<file path="src/rtl/lfsr_cipher_pkg.sv">
package lfsr_cipher_pkg;
  localparam int STATE_W  = 48;
  localparam int N_GROUPS = 5;
  localparam int GROUP_IN = 4;

  // first-level lookup tables, second-level 32-entry table
  localparam logic [15:0] LUT_EDGE = 16'h2C79;
  localparam logic [15:0] LUT_MID  = 16'h6671;
  localparam logic [31:0] LUT_TOP  = 32'h7907287B;

  // groups 0 and 4 use the edge table
  localparam logic [N_GROUPS-1:0] EDGE_SEL = 5'b10001;

  // state bit feeding input k of group g sits at TAP_POS[g*GROUP_IN+k]
  localparam int TAP_POS [N_GROUPS*GROUP_IN] = '{
    1, 2, 4, 5,
    7, 11, 13, 14,
    16, 20, 22, 25,
    27, 28, 30, 32,
    33, 42, 43, 45
  };

  // linear feedback taps for keystream mode
  localparam logic [STATE_W-1:0] FB_MASK = 48'hCE00_44C1_01CD;

  typedef enum logic [1:0] {PH_IDLE, PH_INIT, PH_AUTH, PH_RUN} phase_t;
endpackage

</file>
<file path="src/rtl/lfsr_nl_filter.sv">
module lfsr_nl_filter
  import lfsr_cipher_pkg::*;
(
  input  logic [STATE_W-1:0] st,
  output logic               f_out
);
  logic [N_GROUPS-1:0] mid;
  logic                unused_st;

  for (genvar g = 0; g < N_GROUPS; g++) begin : g_grp
    localparam logic [15:0] LUT = EDGE_SEL[g] ? LUT_EDGE : LUT_MID;
    logic [GROUP_IN-1:0] idx;
    for (genvar k = 0; k < GROUP_IN; k++) begin : g_in
      assign idx[k] = st[TAP_POS[g*GROUP_IN+k]];
    end
    assign mid[g] = LUT[idx];
  end

  assign f_out     = LUT_TOP[mid];
  assign unused_st = ^st;
endmodule

</file>
<file path="src/rtl/lfsr_cipher_core.sv">
module lfsr_cipher_core
  import lfsr_cipher_pkg::*;
#(
  parameter int INIT_STEPS = 32,
  parameter int AUTH_STEPS = 32,
  parameter int MIX_W      = 32
) (
  input  logic               clk,
  input  logic               rst,
  input  logic               start,
  input  logic               auth_mode,
  input  logic [STATE_W-1:0] seed,
  input  logic [MIX_W-1:0]   mix,
  input  logic               step_en,
  output logic               ready,
  output logic               ks_now,
  output logic               run_fire,
  output logic               auth_fire,
  output logic               auth_last
);
  localparam int MAXS = (INIT_STEPS > AUTH_STEPS) ? INIT_STEPS : AUTH_STEPS;
  localparam int CW   = (MAXS > 1) ? $clog2(MAXS) : 1;
  localparam logic [CW-1:0] INIT_LAST = CW'(INIT_STEPS - 1);
  localparam logic [CW-1:0] AUTH_LAST = CW'(AUTH_STEPS - 1);

  phase_t             phase;
  logic [CW-1:0]      cnt;
  logic [STATE_W-1:0] st;
  logic [MIX_W-1:0]   mix_q;
  logic               auth_q;
  logic               f_pre, f_post, fb;

  lfsr_nl_filter u_f_pre  (.st(st),                        .f_out(f_pre));
  lfsr_nl_filter u_f_post (.st({1'b0, st[STATE_W-1:1]}),   .f_out(f_post));

  assign fb        = ^(st & FB_MASK);
  assign ks_now    = f_pre;
  assign ready     = (phase == PH_RUN);
  assign run_fire  = !start && ready && step_en;
  assign auth_fire = !start && (phase == PH_AUTH);
  assign auth_last = auth_fire && (cnt == AUTH_LAST);

  always_ff @(posedge clk) begin
    if (rst) begin
      phase  <= PH_IDLE;
      cnt    <= '0;
      st     <= '0;
      mix_q  <= '0;
      auth_q <= 1'b0;
    end else if (start) begin
      phase  <= PH_INIT;
      cnt    <= '0;
      st     <= seed;
      mix_q  <= mix;
      auth_q <= auth_mode;
    end else begin
      unique case (phase)
        PH_INIT: begin
          st    <= {f_post ^ mix_q[0], st[STATE_W-1:1]};
          mix_q <= mix_q >> 1;
          cnt   <= cnt + 1'b1;
          if (cnt == INIT_LAST) begin
            cnt   <= '0;
            phase <= auth_q ? PH_AUTH : PH_RUN;
          end
        end
        PH_AUTH: begin
          st  <= {fb, st[STATE_W-1:1]};
          cnt <= cnt + 1'b1;
          if (cnt == AUTH_LAST) begin
            cnt   <= '0;
            phase <= PH_RUN;
          end
        end
        PH_RUN: begin
          if (step_en) st <= {fb, st[STATE_W-1:1]};
        end
        default: ;
      endcase
    end
  end


  ready_after_count_chk: assert property (@(posedge clk) disable iff (rst)
    $rose(ready) |-> (($past(phase) == PH_INIT && $past(cnt) == INIT_LAST) ||
                      ($past(phase) == PH_AUTH && $past(cnt) == AUTH_LAST)));


  start_restarts_chk: assert property (@(posedge clk) disable iff (rst)
    start |=> (phase == PH_INIT && cnt == '0 && !ready));


  idle_hold_chk: assert property (@(posedge clk) disable iff (rst)
    (ready && !step_en && !start) |=> $stable(st));
endmodule

</file>
<file path="src/rtl/lfsr_auth_cmp.sv">
module lfsr_auth_cmp #(
  parameter int N = 32
) (
  input  logic         clk,
  input  logic         rst,
  input  logic         start,
  input  logic [N-1:0] ref_val,
  input  logic         bit_en,
  input  logic         ks,
  input  logic         last,
  output logic         done,
  output logic         pass
);
  logic [N-1:0] ref_q;
  logic         miss;
  logic         miss_n;

  // expected bit is ~ks, so a mismatch is ref bit equal to ks
  assign miss_n = miss | (ref_q[N-1] == ks);

  always_ff @(posedge clk) begin
    if (rst) begin
      ref_q <= '0;
      miss  <= 1'b0;
      done  <= 1'b0;
      pass  <= 1'b0;
    end else if (start) begin
      ref_q <= ref_val;
      miss  <= 1'b0;
      done  <= 1'b0;
      pass  <= 1'b0;
    end else begin
      done <= 1'b0;
      if (bit_en) begin
        ref_q <= ref_q << 1;
        miss  <= miss_n;
        if (last) begin
          done <= 1'b1;
          pass <= !miss_n;
        end
      end
    end
  end


  done_pulse_chk: assert property (@(posedge clk) disable iff (rst)
    done |=> !done);
endmodule

</file>
<file path="src/rtl/lfsr_stream_cipher.sv">
module lfsr_stream_cipher
  import lfsr_cipher_pkg::*;
#(
  parameter int SER_W  = 32,
  parameter int IV_W   = 32,
  parameter int AUTH_W = 32
) (
  input  logic                clk,
  input  logic                rst,
  input  logic                start,
  input  logic                auth_mode,
  input  logic [STATE_W-1:0]  key_in,
  input  logic [SER_W-1:0]    serial_in,
  input  logic [IV_W-1:0]     iv_in,
  input  logic [AUTH_W-1:0]   auth_ref,
  input  logic                step_en,
  input  logic                data_in,
  output logic                ready,
  output logic                ks_valid,
  output logic                ks_bit,
  output logic                data_out,
  output logic                auth_done,
  output logic                auth_pass
);
  localparam int KEY_W  = STATE_W;
  localparam int SEED_W = STATE_W - SER_W;

  logic [KEY_W-1:0]   key_rev;
  logic [SER_W-1:0]   ser_rev;
  logic [IV_W-1:0]    iv_rev;
  logic [STATE_W-1:0] seed;
  logic [IV_W-1:0]    mix;
  logic               ks_now, run_fire, auth_fire, auth_last;

  for (genvar i = 0; i < KEY_W; i++) begin : g_krev
    assign key_rev[i] = key_in[KEY_W-1-i];
  end
  for (genvar i = 0; i < SER_W; i++) begin : g_srev
    assign ser_rev[i] = serial_in[SER_W-1-i];
  end
  for (genvar i = 0; i < IV_W; i++) begin : g_vrev
    assign iv_rev[i] = iv_in[IV_W-1-i];
  end

  assign seed = {key_rev[SEED_W-1:0], ser_rev};
  assign mix  = iv_rev ^ key_rev[KEY_W-1:SEED_W];

  lfsr_cipher_core #(
    .INIT_STEPS(IV_W),
    .AUTH_STEPS(AUTH_W),
    .MIX_W     (IV_W)
  ) u_core (
    .clk      (clk),
    .rst      (rst),
    .start    (start),
    .auth_mode(auth_mode),
    .seed     (seed),
    .mix      (mix),
    .step_en  (step_en),
    .ready    (ready),
    .ks_now   (ks_now),
    .run_fire (run_fire),
    .auth_fire(auth_fire),
    .auth_last(auth_last)
  );

  lfsr_auth_cmp #(.N(AUTH_W)) u_auth (
    .clk    (clk),
    .rst    (rst),
    .start  (start),
    .ref_val(auth_ref),
    .bit_en (auth_fire),
    .ks     (ks_now),
    .last   (auth_last),
    .done   (auth_done),
    .pass   (auth_pass)
  );

  always_ff @(posedge clk) begin
    if (rst) begin
      ks_valid <= 1'b0;
      ks_bit   <= 1'b0;
      data_out <= 1'b0;
    end else begin
      ks_valid <= run_fire;
      if (run_fire) begin
        ks_bit   <= ks_now;
        data_out <= data_in ^ ks_now;
      end
    end
  end


  valid_needs_ready_chk: assert property (@(posedge clk) disable iff (rst)
    ks_valid |-> $past(ready && step_en && !start));


  auth_done_ready_chk: assert property (@(posedge clk) disable iff (rst)
    auth_done |-> (ready && !$past(ready)));
endmodule

</file>
<file path="config.mk">
export PLATFORM = sky130hd
export DESIGN_NAME = lfsr_stream_cipher
export DESIGN_NICKNAME = d
export VERILOG_FILES = /design/src/rtl/lfsr_cipher_pkg.sv /design/src/rtl/lfsr_nl_filter.sv /design/src/rtl/lfsr_cipher_core.sv /design/src/rtl/lfsr_auth_cmp.sv /design/src/rtl/lfsr_stream_cipher.sv
export SDC_FILE = /design/constraint.sdc
export NUM_CORES = 1
export LEC_CHECK = 0
export ABC_AREA = 1
export BUFFER_PORTS_ARGS = -buffer_cell sky130_fd_sc_hd__buf_4
export CAP_MARGIN = 20
export CORE_UTILIZATION = 50
export CTS_BUF_LIST = sky130_fd_sc_hd__clkbuf_8
export CTS_CLUSTER_DIAMETER = 200
export DETAILED_ROUTE_END_ITERATION = 16
export PLACE_DENSITY = 0.83
export SYNTH_ARGS = -nofsm -noshare
export SYNTH_HDL_FRONTEND = slang
export SYNTH_SLANG_ARGS = --single-unit
</file>
<file path="constraint.sdc">
create_clock -name clk -period 3.5 [get_ports clk]
set_clock_uncertainty 0.1 [all_clocks]
set_input_delay 0.7 -clock clk [delete_from_list [all_inputs] [get_ports clk]]
set_output_delay 0.7 -clock clk [all_outputs]
set_load 0.05 [all_outputs]
</file>
Word-level counts from Yosys, hierarchy flattened --
Memory sizes are Yosys's and may differ from the RTL's. A register that Yosys moved wholly into a read port is not among the register bits. Index checks and enable logic that the tools add are counted.
Word-level totals: memory bits (writable) 0, bits in latches 0, memories kept 12, register bits 126, output and inout bits 6, memory bits (read-only) 224, bits of input ports 150, logic and storage cells 118
Cells by class: divide/modulo/power cells 0, muxes and demuxes 46, multipliers 0, shift-type cells 0, equality and inequality tests 10, reductions and logical operators 19, bitwise logic cells 5, add/subtract/negate cells 1, $lt $le $gt $ge 12
Memory list:
- (name not given) | words 32, bits a word 1, read ports 1, clocked after memory_dff 0, wr ports 0, RTL line lfsr_nl_filter.sv:19 | assign f_out = LUT_TOP[mid];
- (name not given) | words 32, bits a word 1, read ports 1, clocked after memory_dff 0, wr ports 0, RTL line lfsr_nl_filter.sv:19
- (name not given) | words 16, bits a word 1, read ports 1, clocked after memory_dff 1, wr ports 0, RTL line lfsr_nl_filter.sv:16 | assign mid[g] = LUT[idx];
- (name not given) | words 16, bits a word 1, read ports 1, clocked after memory_dff 1, wr ports 0, RTL line lfsr_nl_filter.sv:16
- (name not given) | words 16, bits a word 1, read ports 1, clocked after memory_dff 1, wr ports 0, RTL line lfsr_nl_filter.sv:16
- (name not given) | words 16, bits a word 1, read ports 1, clocked after memory_dff 1, wr ports 0, RTL line lfsr_nl_filter.sv:16
- 6 more memories
Operators by type and width (number):
- case mux 48 bit (3 select lines) | 1
- 2-to-1 mux 32 bit | 4
- 2-to-1 mux 48 bit | 2
- 2-to-1 mux 4 bit | 20
- less-than comparator 4 x 5 -> 1 bit, second input constant | 10
- parity 48 bit | 1
- bitwise XOR 32 bit | 1
- 2-to-1 mux 1 bit | 15
- less-than comparator 5 x 6 -> 1 bit, second input constant | 2
- != test 3 bit, second input constant | 2
- AND reduction 3 bit | 2
- nonzero test 2 bit | 3
- adder 5 x 1 -> 5 bit, second input constant | 1
- equality test 5 bit, second input constant | 1
- 2-to-1 mux 5 bit | 1
- equality test 2 bit, second input constant | 2
- logical AND 1 bit | 4
- 2-to-1 mux 2 bit | 2
- case mux 2 bit (2 select lines) | 1
- AND reduction 2 bit | 2
- nonzero test 4 bit | 1
- OR reduction 2 bit | 2
- != test 3 x 2 -> 1 bit, second input constant | 1
- nonzero test 3 bit | 1
- 9 further kinds | 11

Logic depth before layout (Yosys ltp) --
Gate-level depths: netlist of run 1.
depth after elaboration 9, depth in mapped cells 15, mapped depth without buffers 15

Hierarchy --
Synthesis of run 1 repeated with hierarchy kept, for this count alone.
Second synthesis, totals: cells, all modules 1102, area, all modules 7339.5 um^2
By module, submodules not included:
- lfsr_cipher_core | sequential area each 1761.7 um^2, area each 4150.2 um^2, cells an instance 594, times used 1
- lfsr_auth_cmp | sequential area each 700.7 um^2, area each 1737.9 um^2, cells an instance 265, times used 1
- lfsr_nl_filter | sequential area each 0.0 um^2, area each 526.8 um^2, cells an instance 97, times used 2
- lfsr_stream_cipher | sequential area each 60.1 um^2, area each 397.9 um^2, cells an instance 49, times used 1

Worst setup path before layout of run 1 --
No wires, ideal clock.
kind register to register, start reg u_core.phase[0], end reg u_core.u_f_pre.mid[0] (netlist name), stages on the path, launching flop included 14, path slack 0.912 ns, setup time 0.121 ns, path buffers 3, clock period less this slack 2.588 ns, arrival time 2.367 ns, cells stage by stage dfxtp_1 -> ha_1 -> nor2_1 -> nand2_1 -> nand2_2 -> inv_2 -> buf_6 -> buf_6 -> buf_6 -> nor2_1 -> a211oi_1 -> ha_1 -> o21ai_0 -> o21ai_1
RTL lines:
- from (decl) | RTL line lfsr_cipher_core.sv:26 | phase_t phase;
- from (signal assigned) | RTL line lfsr_cipher_core.sv:64 | phase <= auth_q ? PH_AUTH : PH_RUN;

==> results of run 1 <==
## layer usage
| layer | part of all wire [%] | vias up |
|---|---|---|
| li1 | - | 3515 |
| met1 | 44 | 3067 |
| met2 | 47 | 182 |
| met3 | 7.3 | 27 |
| met4 | 1.8 | 0 |
| met5 | 0 | - |
## where the power goes
group | switching, uW | leakage, uW | internal, uW
sequential | 91.9 | 0.00112 | 1690
clock | 578 | 0.000222 | 759
combinational | 482 | 0.00316 | 377
total | 1150 | 0.00451 | 2820
## Yosys cell counts (3+ instances only)
master | instances | area (um2)
a21oi_1 | 46 | 230.2
nand2_1 | 235 | 882.1
nor3_1 | 7 | 35.03
a31oi_2 | 5 | 62.56
nand3_1 | 24 | 120.1
ha_1 | 33 | 412.9
o21a_1 | 4 | 30.03
buf_2 | 17 | 85.08
o21ai_1 | 22 | 110.1
buf_6 | 4 | 45.04
o22ai_1 | 32 | 200.2
a22oi_1 | 19 | 142.6
nor2_1 | 97 | 364.1
buf_1 | 6 | 22.52
a31oi_1 | 19 | 118.9
nor3_4 | 3 | 48.80
clkbuf_1 | 23 | 86.33
o211ai_1 | 11 | 82.58
inv_1 | 138 | 518.0
o211ai_2 | 11 | 137.6
dfxtp_1 | 136 | 2723
inv_2 | 13 | 48.80
xor2_1 | 35 | 306.5
o21ai_0 | 49 | 245.2
## metrics by stage
stage	setup WS, ps	std cells	area [um2]	total power (uW)
after global placement	716.6	1304	8478	2638
after global routing	655.1	1336	8900	4206
after detailed placement	619.7	1304	8478	2665
final	856.6	1336	8900	3974
after floorplan	912.0	1010	7246	2387
after CTS	896.4	1336	8900	3996
## cell usage in the layout, fill, tap and decap left out, drive strengths merged
master	synthesis	layout
nand2	237	237
buf	28	165
inv	151	152
dfxtp	136	136
nor2	98	98
o21ai	73	73
a21oi	46	46
xor2	35	35
ha	33	33
o22ai	32	32
a31oi	25	25
nand3	24	24
clkbuf	23	24
o211ai	22	22
a22oi	19	19
nor3	12	12
o21a	4	4
clkinv	0	4
a211oi	2	2
a311oi	2	2
a31o	2	2
nand3b	2	2
bufinv	0	2
a21boi	1	1
o211a	1	1
xnor2	1	1
or2	1	1
clkinvlp	0	1
## layout make-up
cell class,instances,area [um2],area share (%)
multi-input combinational,672,3712,41.71
inverter,151,566.8,6.369
timing repair buffer,165,1251,14.06
tap,180,225.2,2.531
sequential,136,2723,30.59
clock buffer,24,330.3,3.712
clock inverter,8,91.34,1.026
## logic make-up (layout without fill, tap and decap cells)
| family | count (synthesis) | in the layout | share of synthesized area (%) |
|---|---|---|---|
| AOI/OAI and AO/OA | 229 | 229 | 20.24 |
| and+or+nand+nor | 374 | 374 | 20.91 |
| buffers and inverters | 202 | 348 | 11.22 |
| xor gates and xnor gates | 36 | 36 | 4.352 |
| adders and majority gates | 33 | 33 | 5.699 |
| DFF | 136 | 136 | 37.58 |
## sequential cells by signal (all words and copies together) (netlist names)
register,cells
u_core.phase,2
u_auth.miss,1
ks_bit,1
u_core.mix_q,32
u_auth.pass,1
u_core.u_f_pre.mid,5
u_core.auth_q,1
u_auth.ref_q,32
ks_valid,1
u_core.st,48
u_auth.done,1
u_core.cnt,5
u_core.u_f_post.mid,5
data_out,1
## critical path: cells and delay by family (launching register included)
family | cells | cell delay, ps
adder cells (fa/ha/maj) | 2 | 550
buffers and inverters | 3 | 640
AO/OA/AOI/OAI | 2 | 430
flip-flops | 1 | 330
AND/OR/NAND/NOR | 6 | 500
## path summary, 6_finish.rpt
path / start / to / cells after the start
setup / recovery: u_core.phase[0]$_SDFFE_PP0P_ / u_core.u_f_post.mid[4]$_DFF_P_ / 13
hold / removal: u_core.cnt[4]$_SDFFE_PP0P_ / u_core.cnt[4]$_SDFFE_PP0P_ / 2
setup reg to reg: u_core.phase[0]$_SDFFE_PP0P_ / u_core.u_f_post.mid[4]$_DFF_P_ / 13
hold reg to reg: u_core.cnt[4]$_SDFFE_PP0P_ / u_core.cnt[4]$_SDFFE_PP0P_ / 2
==> flow_summary.toml, run 1 <==
[synthesis]
netlist_area_um2 = 7246
ys_ff_latch = 136
syn_area_per_cell_um2 = 7.174
ys.flop_type = "dfxtp_1"
yosys_warnings = 0
synth-edff-count = 0
netlist_instances = 1010
synthDistinctLibCells = 38
yosysSeqAreaShare_pct = 37.58
async_reset_ff_share_pct = 0
synth_fp_nets = 1193

[clock_network]
clock_sinks = 136
cts_buffers = 17
htreeDepth = 4
postCtsSetupBuffers = 0
hold_buffers = 0
clock_path_buffers = 2
cts.clk_slew.worst_paths_ps = 70
clock_latency_ps = 440
clock_tree.root_cell = "clkbuf_8"
cts-resized-gates = 0
cts_tree = "built"

[sta]
setup_viol = 0
final.min_clock_period_ps = 2643
hold_viol = 0
period_share_pct = 75.52
max_freq_ghz = 0.3783
rsz0062_at_grt = "false"
hold_slack_ps = 373.7
slew_violations = 0
timing.slew.headroom_pct = 37.19
tns_ps = 0
worst_pin_slew_ps = 941.1

[setup_path]
max_stage_delay_ps = 330
critPathMaxFanout = 70
cp_common_cell = "nand2_1"
r2r_slack_ps = 860
path_cells = "inv_1, ha_1, nor2_1, nand2_1, nand2_2, inv_2, buf_12, nor2_1, a311oi_1, ha_1, nand2_1, nand2_1, o21ai_1"
crit_required_ps = 3780
crit_path_top_delay_cell = "dfxtp_1"
cp-end-kind = "register"
setup.worst_path.start_class = "register"
worstSetupPathType = "reg -> reg"
arrival_ps = 2930

[detailed_routing]
drt_iter0_drc = 466
drc = 0
ant_nets = 0
wl_per_cell_um = 12.82
via_per_inst = 5.083
dr.pass1.iters = 5
wl_mm = 17.13
vias = 6791

[floorplanning]
die_w_um = 122.4
io_pins = 156
die_area_um2 = 14980
core-area_um2 = 13990
start_util_pct = 51.80
num_rows = 43
die_h_um = 122.4

[global_routing]
grt_max_degree = 71
overflow = 0
grt_usage_pct = 23.54
grt_pass1_wl_mm = 27.93
met2_usage_pct = 37.04
grt_pass1_vias = 6213
grt-busiest-layer = "met2"
antenna_found_initial = 0
grtUsageMet1_pct = 30.00
met3_usage_pct = 7.760

[placed_design]
port_buffers = 155
dp_hpwl_mm = 12.14
place_congestion = 0.8069

[layout]
insertedDiodeCount = 0
nNetsFinal = 1326
layout-drive-gt1-share_pct = 20.76
nFillCells = 1239
syn_to_final_growth_pct = 22.83
final_core_util_pct = 63.62

[pwr]
vdd_drop_max_mv = 0.2849
power.density_nw_per_um2 = 446.6
leakagePower_uw = 0.004508

[run]
cap_viol_max_count = 0

[run_status]
status = "finished, final reports clean"

[hold_path]
worstHoldPathType = "reg -> reg"
Power figures use the tool's default switching activity.
==> inputs of run 2 (changes only) <==
--- a/config.mk
+++ b/config.mk
@@ -5,7 +5,7 @@
 export SDC_FILE = /design/constraint.sdc
 export NUM_CORES = 1
 export LEC_CHECK = 0
-export ABC_AREA = 1
+export ABC_AREA = 0
 export BUFFER_PORTS_ARGS = -buffer_cell sky130_fd_sc_hd__buf_4
 export CAP_MARGIN = 20
 export CORE_UTILIZATION = 50
==> constraint.sdc (replaced) <==
create_clock -name clk -period 2.65 [get_ports clk]
set_clock_uncertainty 0.1 [all_clocks]
set_input_delay 0.53 -clock clk [delete_from_list [all_inputs] [get_ports clk]]
set_output_delay 0.53 -clock clk [all_outputs]
set_load 0.05 [all_outputs]
==> flow_summary.toml, run 2 <==
[run_status]
status = "finished, violations left"
violations = "negative setup slack"

[global_routing]
antenna_found_initial = 0
grt_usage_pct = 23.81
overflow = 0
grt_max_degree = 69
grt_pass1_wl_mm = 30.62
grt_pass1_vias = 6439

[layout]
nFillCells = 1247
final_common_cell = "buf_4"
final_cell_mix = "buf_4, nor2_1, dfxtp_1, mux2i_1, a21oi_1"
syn_to_final_growth_pct = 25.10
top_register = "u_core.st"
final_core_util_pct = 64.06
largest_reg_flops = 48
reg.largest.list = "u_core.st: 48 flops, u_auth.ref_q: 32 flops, u_core.mix_q: 32 flops"
final_area_um2 = 9702
final_cells = 1223
insertedDiodeCount = 0
nNetsFinal = 1205
layout-drive-gt1-share_pct = 27.05

[floorplanning]
die_h_um = 126.5
start_util_pct = 51.20
num_rows = 45
io_pins = 156
die_w_um = 126.5
core-area_um2 = 15150
die_area_um2 = 16010

[sta]
period_share_pct = 101.1
final.min_clock_period_ps = 2679
tns_ps = -28.67
worst_pin_slew_ps = 632.0
fin_ws_ps = -28.67
setup_viol = 1
rsz0062_at_grt = "true"
max_freq_ghz = 0.3733
slew_violations = 0
timing.slew.headroom_pct = 57.71
hold_viol = 0

[clock_network]
clock_sinks = 136
hold_buffers = 0
clock_path_buffers = 2
clock_latency_ps = 460
clock_tree.root_cell = "clkbuf_8"
htreeDepth = 4
cts_tree = "built"
cts.clk_slew.worst_paths_ps = 90
cts_buffers = 17

[synthesis]
yosysSeqAreaShare_pct = 35.11
async_reset_ff_share_pct = 0
yosys_warnings = 0
ys.flop_type = "dfxtp_1"
netlist_instances = 880
syn_area_per_cell_um2 = 8.812
netlist_area_um2 = 7755
synthDistinctLibCells = 60
synth_commonest_cells = "nor2_1, dfxtp_1, mux2i_1"
yosysMostFrequentCell = "nor2_1"
ys_ff_latch = 136
yosys-top-cells-area = "dfxtp_1, mux2i_1, nor2_1, ha_1, xor2_1"
synth_fp_nets = 1063
yosysTopAreaCell = "dfxtp_1"
synth-edff-count = 0
yosysTopAreaCellShare_pct = 35.11

[hold_path]
hp-start = "auth_ref[23]"
holdPathEnd = "u_auth.ref_q[23]$_SDFFE_PP0P_"
worstHoldPathType = "in -> reg"
min_delay_path_depth = 3

[detailed_routing]
wl_mm = 18.80
drt_iter0_drc = 381
dr.pass1.iters = 5
wl_per_cell_um = 15.37
drc = 0
via_per_inst = 5.612
vias = 6863
ant_nets = 0

[setup_path]
rr_worst_depth = 11
r2r_end = "u_core.u_f_post.mid[4]$_DFF_P_"
crit_required_ps = 2910
crit-reg2reg-launch = "u_core.phase[0]$_SDFFE_PP0P_"
critPathMaxFanout = 10
cp-end-kind = "register"
worstSetupPathType = "reg -> reg"
arrival_ps = 2940
r2r_slack_ps = -30
setup.worst_path.start_class = "register"

[pwr]
leakagePower_uw = 0.003963
power.density_nw_per_um2 = 546.5
vdd_drop_max_mv = 0.3794
power_uw = 5302

[placed_design]
dp_hpwl_mm = 12.92
dp_cells = 1188
port_buffers = 155
place_congestion = 0.8426
place_area_um2 = 9156

[run]
cap_viol_max_count = 0
run 2: cell count changes after synthesis, moves of 14 or more:
cell      previous run  this run
a311oi_1             2        17
nand2_1            235        36
nor2b_1              0        24
xnor2_1              1        16
a31oi_1             19         5
o22ai_1             32         1
a211oi_1             2        38
inv_1              138        32
nand3b_1             2        17
a22oi_1             19         1
o21ai_1             22         7
nor2_1              97       138
mux2i_1              0        85
run 2: power breakdown:
part | internal [uW] | total [uW] | leakage, uW | switching (uW)
clock network | 856 | 1740 | 0.000199 | 889
registers | 2200 | 2330 | 0.00113 | 124
logic | 624 | 1230 | 0.00264 | 607
total | 3680 | 5300 | 0.00396 | 1620
run 2: repair_timing:
| action | in CTS | in global routing |
|---|---|---|
| cloned | 0 | 1 |
| pin swaps | 1 | 2 |
| buffers inserted | 1 | 1 |
| gates resized for setup | 7 | 32 |
| endpoints found under the setup margin | 6 | 11 |
run 2: stage by stage:
stage | hold WS (ps) | setup WS, ps
final | 197.4 | -28.67
after detailed placement | 371.3 | -101.3
after CTS | 181.2 | -16.03
after global routing | 189.3 | -107.3
after floorplan | 326.5 | 21.13
after global placement | 336.8 | 42.64
run 2: worst max-delay path, stage by stage (launching register included):
cell       delay, ps
dfxtp_4          370
ha_4             180
and2b_2          220
nor2_4           150
buf_4            150
clkbuf_16        160
nand2_1           80
a311oi_1         330
buf_4            180
ha_1             230
a211o_1          250
o221ai_1         190
run 2: worst max-delay path by stage:
stage	startpoint	endpoint
floorplan	u_core.phase[1]$_SDFFE_PP0P_	u_core.u_f_pre.mid[3]$_DFF_P_
finish	u_core.phase[0]$_SDFFE_PP0P_	u_core.u_f_post.mid[4]$_DFF_P_
global placement	step_en	u_core.u_f_pre.mid[3]$_DFF_P_
detailed placement	step_en	u_core.u_f_post.mid[3]$_DFF_P_
CTS	u_core.phase[1]$_SDFFE_PP0P_	u_core.u_f_post.mid[4]$_DFF_P_
global route	u_core.phase[0]$_SDFFE_PP0P_	u_core.u_f_post.mid[4]$_DFF_P_
run 2: metal layers:
layer	wire length [um]	part of all wire (%)	vias to the layer above	track usage, %
li1	-	-	3413	-
met1	8319	44	3151	30.51
met2	8812	47	261	39.26
met3	1257	6.7	38	4.977
met4	414	2.2	0	9.213
met5	0	0	-	0
run 2: area by class of cell:
type	count	area (um2)	area share, %
repair buffers	192	1513	15.59
clock buffers	17	234.0	2.412
multi-input cells	642	4696	48.40
clock inverters	15	170.2	1.754
flip-flops and latches	136	2728	28.11
well taps	188	235.2	2.425
inverters	33	126.4	1.303
run 2: kinds of logic (layout without fill, tap and decap cells):
logic type                 count (synthesis)  in the layout  share of synthesized area (%)
DFF                                      136            136                          35.11
buffers and inverters                    102            257                          5.760
AOI/OAI and AO/OA                        210            210                          20.36
muxes                                     87             87                          11.55
and+or+nand+nor                          261            261                          16.13
adders and majority gates                 33             33                          5.324
xor gates and xnor gates                  51             51                          5.760
==> inputs of run 3 (changes only) <==
--- a/config.mk
+++ b/config.mk
@@ -8,11 +8,13 @@
 export ABC_AREA = 0
 export BUFFER_PORTS_ARGS = -buffer_cell sky130_fd_sc_hd__buf_4
 export CAP_MARGIN = 20
-export CORE_UTILIZATION = 50
+export CELL_PAD_IN_SITES_DETAIL_PLACEMENT = 1
+export CELL_PAD_IN_SITES_GLOBAL_PLACEMENT = 2
+export CORE_UTILIZATION = 31
 export CTS_BUF_LIST = sky130_fd_sc_hd__clkbuf_8
 export CTS_CLUSTER_DIAMETER = 200
 export DETAILED_ROUTE_END_ITERATION = 16
-export PLACE_DENSITY = 0.83
+export PLACE_DENSITY = 0.88
 export SYNTH_ARGS = -nofsm -noshare
 export SYNTH_HDL_FRONTEND = slang
 export SYNTH_SLANG_ARGS = --single-unit
==> constraint.sdc (replaced) <==
create_clock -name clk -period 2.35 [get_ports clk]
set_clock_uncertainty 0.1 [all_clocks]
set_input_delay 0.47 -clock clk [delete_from_list [all_inputs] [get_ports clk]]
set_output_delay 0.47 -clock clk [all_outputs]
set_load 0.05 [all_outputs]
==> flow_summary.toml, run 3 (synthesis gave the netlist of run 2 again) <==
[setup_path]
critPathMaxFanout = 15
worstSetupPathType = "reg -> reg"
crit_required_ps = 2640
path_cells = "ha_4, and2b_2, nor2_4, buf_12, buf_4, mux2i_1, o21ai_2, nor2b_1, ha_2, nand3b_1, o21ai_1, a221oi_2, a32o_1"
cp-end-kind = "register"
setup.worst_path.start_class = "register"
arrival_ps = 2870
crit_path_top_delay_cell = "dfxtp_4"
max_stage_delay_ps = 370

[floorplanning]
start_util_pct = 31.70
num_rows = 57
core-area_um2 = 24460
die_area_um2 = 25650
die_w_um = 160.2
io_pins = 156
die_h_um = 160.2

[global_routing]
grt_pass1_wl_mm = 35.83
grt_max_degree = 75
grt_usage_pct = 17.28
antenna_found_initial = 0
overflow = 0
grt_pass1_vias = 7130

[detailed_routing]
dr.pass1.iters = 4
wl_per_cell_um = 15.93
drt_iter0_drc = 297
wl_mm = 22.03
via_per_inst = 4.944
vias = 6837
drc = 0
ant_nets = 0

[pwr]
leakagePower_uw = 0.004043
power.density_nw_per_um2 = 587.4
vdd_drop_max_mv = 0.2306

[run_status]
status = "finished, violations left"
violations = "negative setup slack"

[clock_network]
clock_sinks = 136
cts.clk_slew.worst_paths_ps = 90
cts_tree = "built"
hold_buffers = 0
clock_tree.root_cell = "clkbuf_8"
clock_latency_ps = 440
htreeDepth = 4
cts_buffers = 17
clock_path_buffers = 2

[placed_design]
dp_hpwl_mm = 15.95
dp_cells = 1347
port_buffers = 155
place_area_um2 = 9534
place_congestion = 0.7855

[sta]
slew_violations = 0
final.min_clock_period_ps = 2585
worst_pin_slew_ps = 639.5
fin_ws_ps = -234.6
rsz0062_at_grt = "true"
timing.slew.headroom_pct = 57.37
setup_viol = 10
max_freq_ghz = 0.3869
hold_viol = 0
period_share_pct = 110.0

[layout]
nNetsFinal = 1230
final_cells = 1383
final_area_um2 = 9997
insertedDiodeCount = 0
reg.largest.list = "u_core.st: 48 flops, u_auth.ref_q: 32 flops, u_core.mix_q: 32 flops"
syn_to_final_growth_pct = 28.91
final_common_cell = "buf_4"
largest_reg_flops = 48
top_register = "u_core.st"
final_cell_mix = "buf_4, nor2_1, dfxtp_1, mux2i_1, a21oi_1"
layout-drive-gt1-share_pct = 28.90

[hold_path]
worstHoldPathType = "in -> reg"

[run]
cap_viol_max_count = 0
-- run 3: critical path: cells and delay by family (launching register included) --
family | cells | cell delay, ps
AOI/OAI and AO/OA | 4 | 580
and+or+nand+nor | 4 | 550
adders and majority gates | 2 | 390
DFF | 1 | 370
buffers and inverters | 2 | 310
muxes | 1 | 230
-- run 3: final cells by class --
cell class | count | area [um2]
flip-flops and latches | 136 | 2730
inverters | 33 | 126.4
multi-input cells | 642 | 4706
clock inverters | 12 | 93.84
repair buffers | 217 | 1674
well taps | 324 | 405.4
clock buffers | 19 | 261.5
fillers | 2879 | 14470
-- run 3: path summary, 6_finish.rpt --
path / end / cells after the start / slack, ps / startpoint
setup / recovery: u_core.u_f_pre.mid[2]$_DFF_P_ / 13 / -230 / u_core.phase[0]$_SDFFE_PP0P_
hold / removal: u_auth.ref_q[23]$_SDFFE_PP0P_ / 3 / 160 / auth_ref[23]
setup reg to reg: u_core.u_f_pre.mid[2]$_DFF_P_ / 13 / -230 / u_core.phase[0]$_SDFFE_PP0P_
hold reg to reg: u_auth.miss$_SDFFE_PP0P_ / 2 / 380 / u_auth.miss$_SDFFE_PP0P_
-- run 3: per-stage QoR --
stage,worst slack (ps),setup TNS (ps),util (%),total power (uW),hold slack [ps]
after CTS,-236.2,-1752,40.66,5950,122.4
after global placement,-141.3,-1014,38.98,4046,342.7
after floorplan,-71.59,-403.7,-,3551,326.5
after detailed placement,-312.9,-2096,38.98,4090,368.4
final,-234.6,-1588,40.87,5872,158.7
after global routing,-326.7,-2951,40.87,6216,124.4
-- run 3: report_power, final --
part	leakage [uW]	internal, uW	switching (uW)
sequential	0.00113	2480	146
clock	0.000169	796	1010
combinational	0.00275	730	706
total	0.00404	4010	1860
-- run 3: what timing repair did --
action | CTS | global route
buffers inserted | 4 | 1
gates resized for setup | 12 | 13
hold endpoints to repair | 0 | 0
pin swaps | 7 | 2
endpoints found under the setup margin | 11 | 11
-- run 3: layer usage --
metal | part of all wire, % | vias up | GRT usage, %
li1 | - | 3444 | -
met1 | 48 | 3232 | 22.29
met2 | 47 | 137 | 28.77
met3 | 3.7 | 24 | 3.377
met4 | 1.7 | 0 | 5.628
met5 | 0 | - | 0
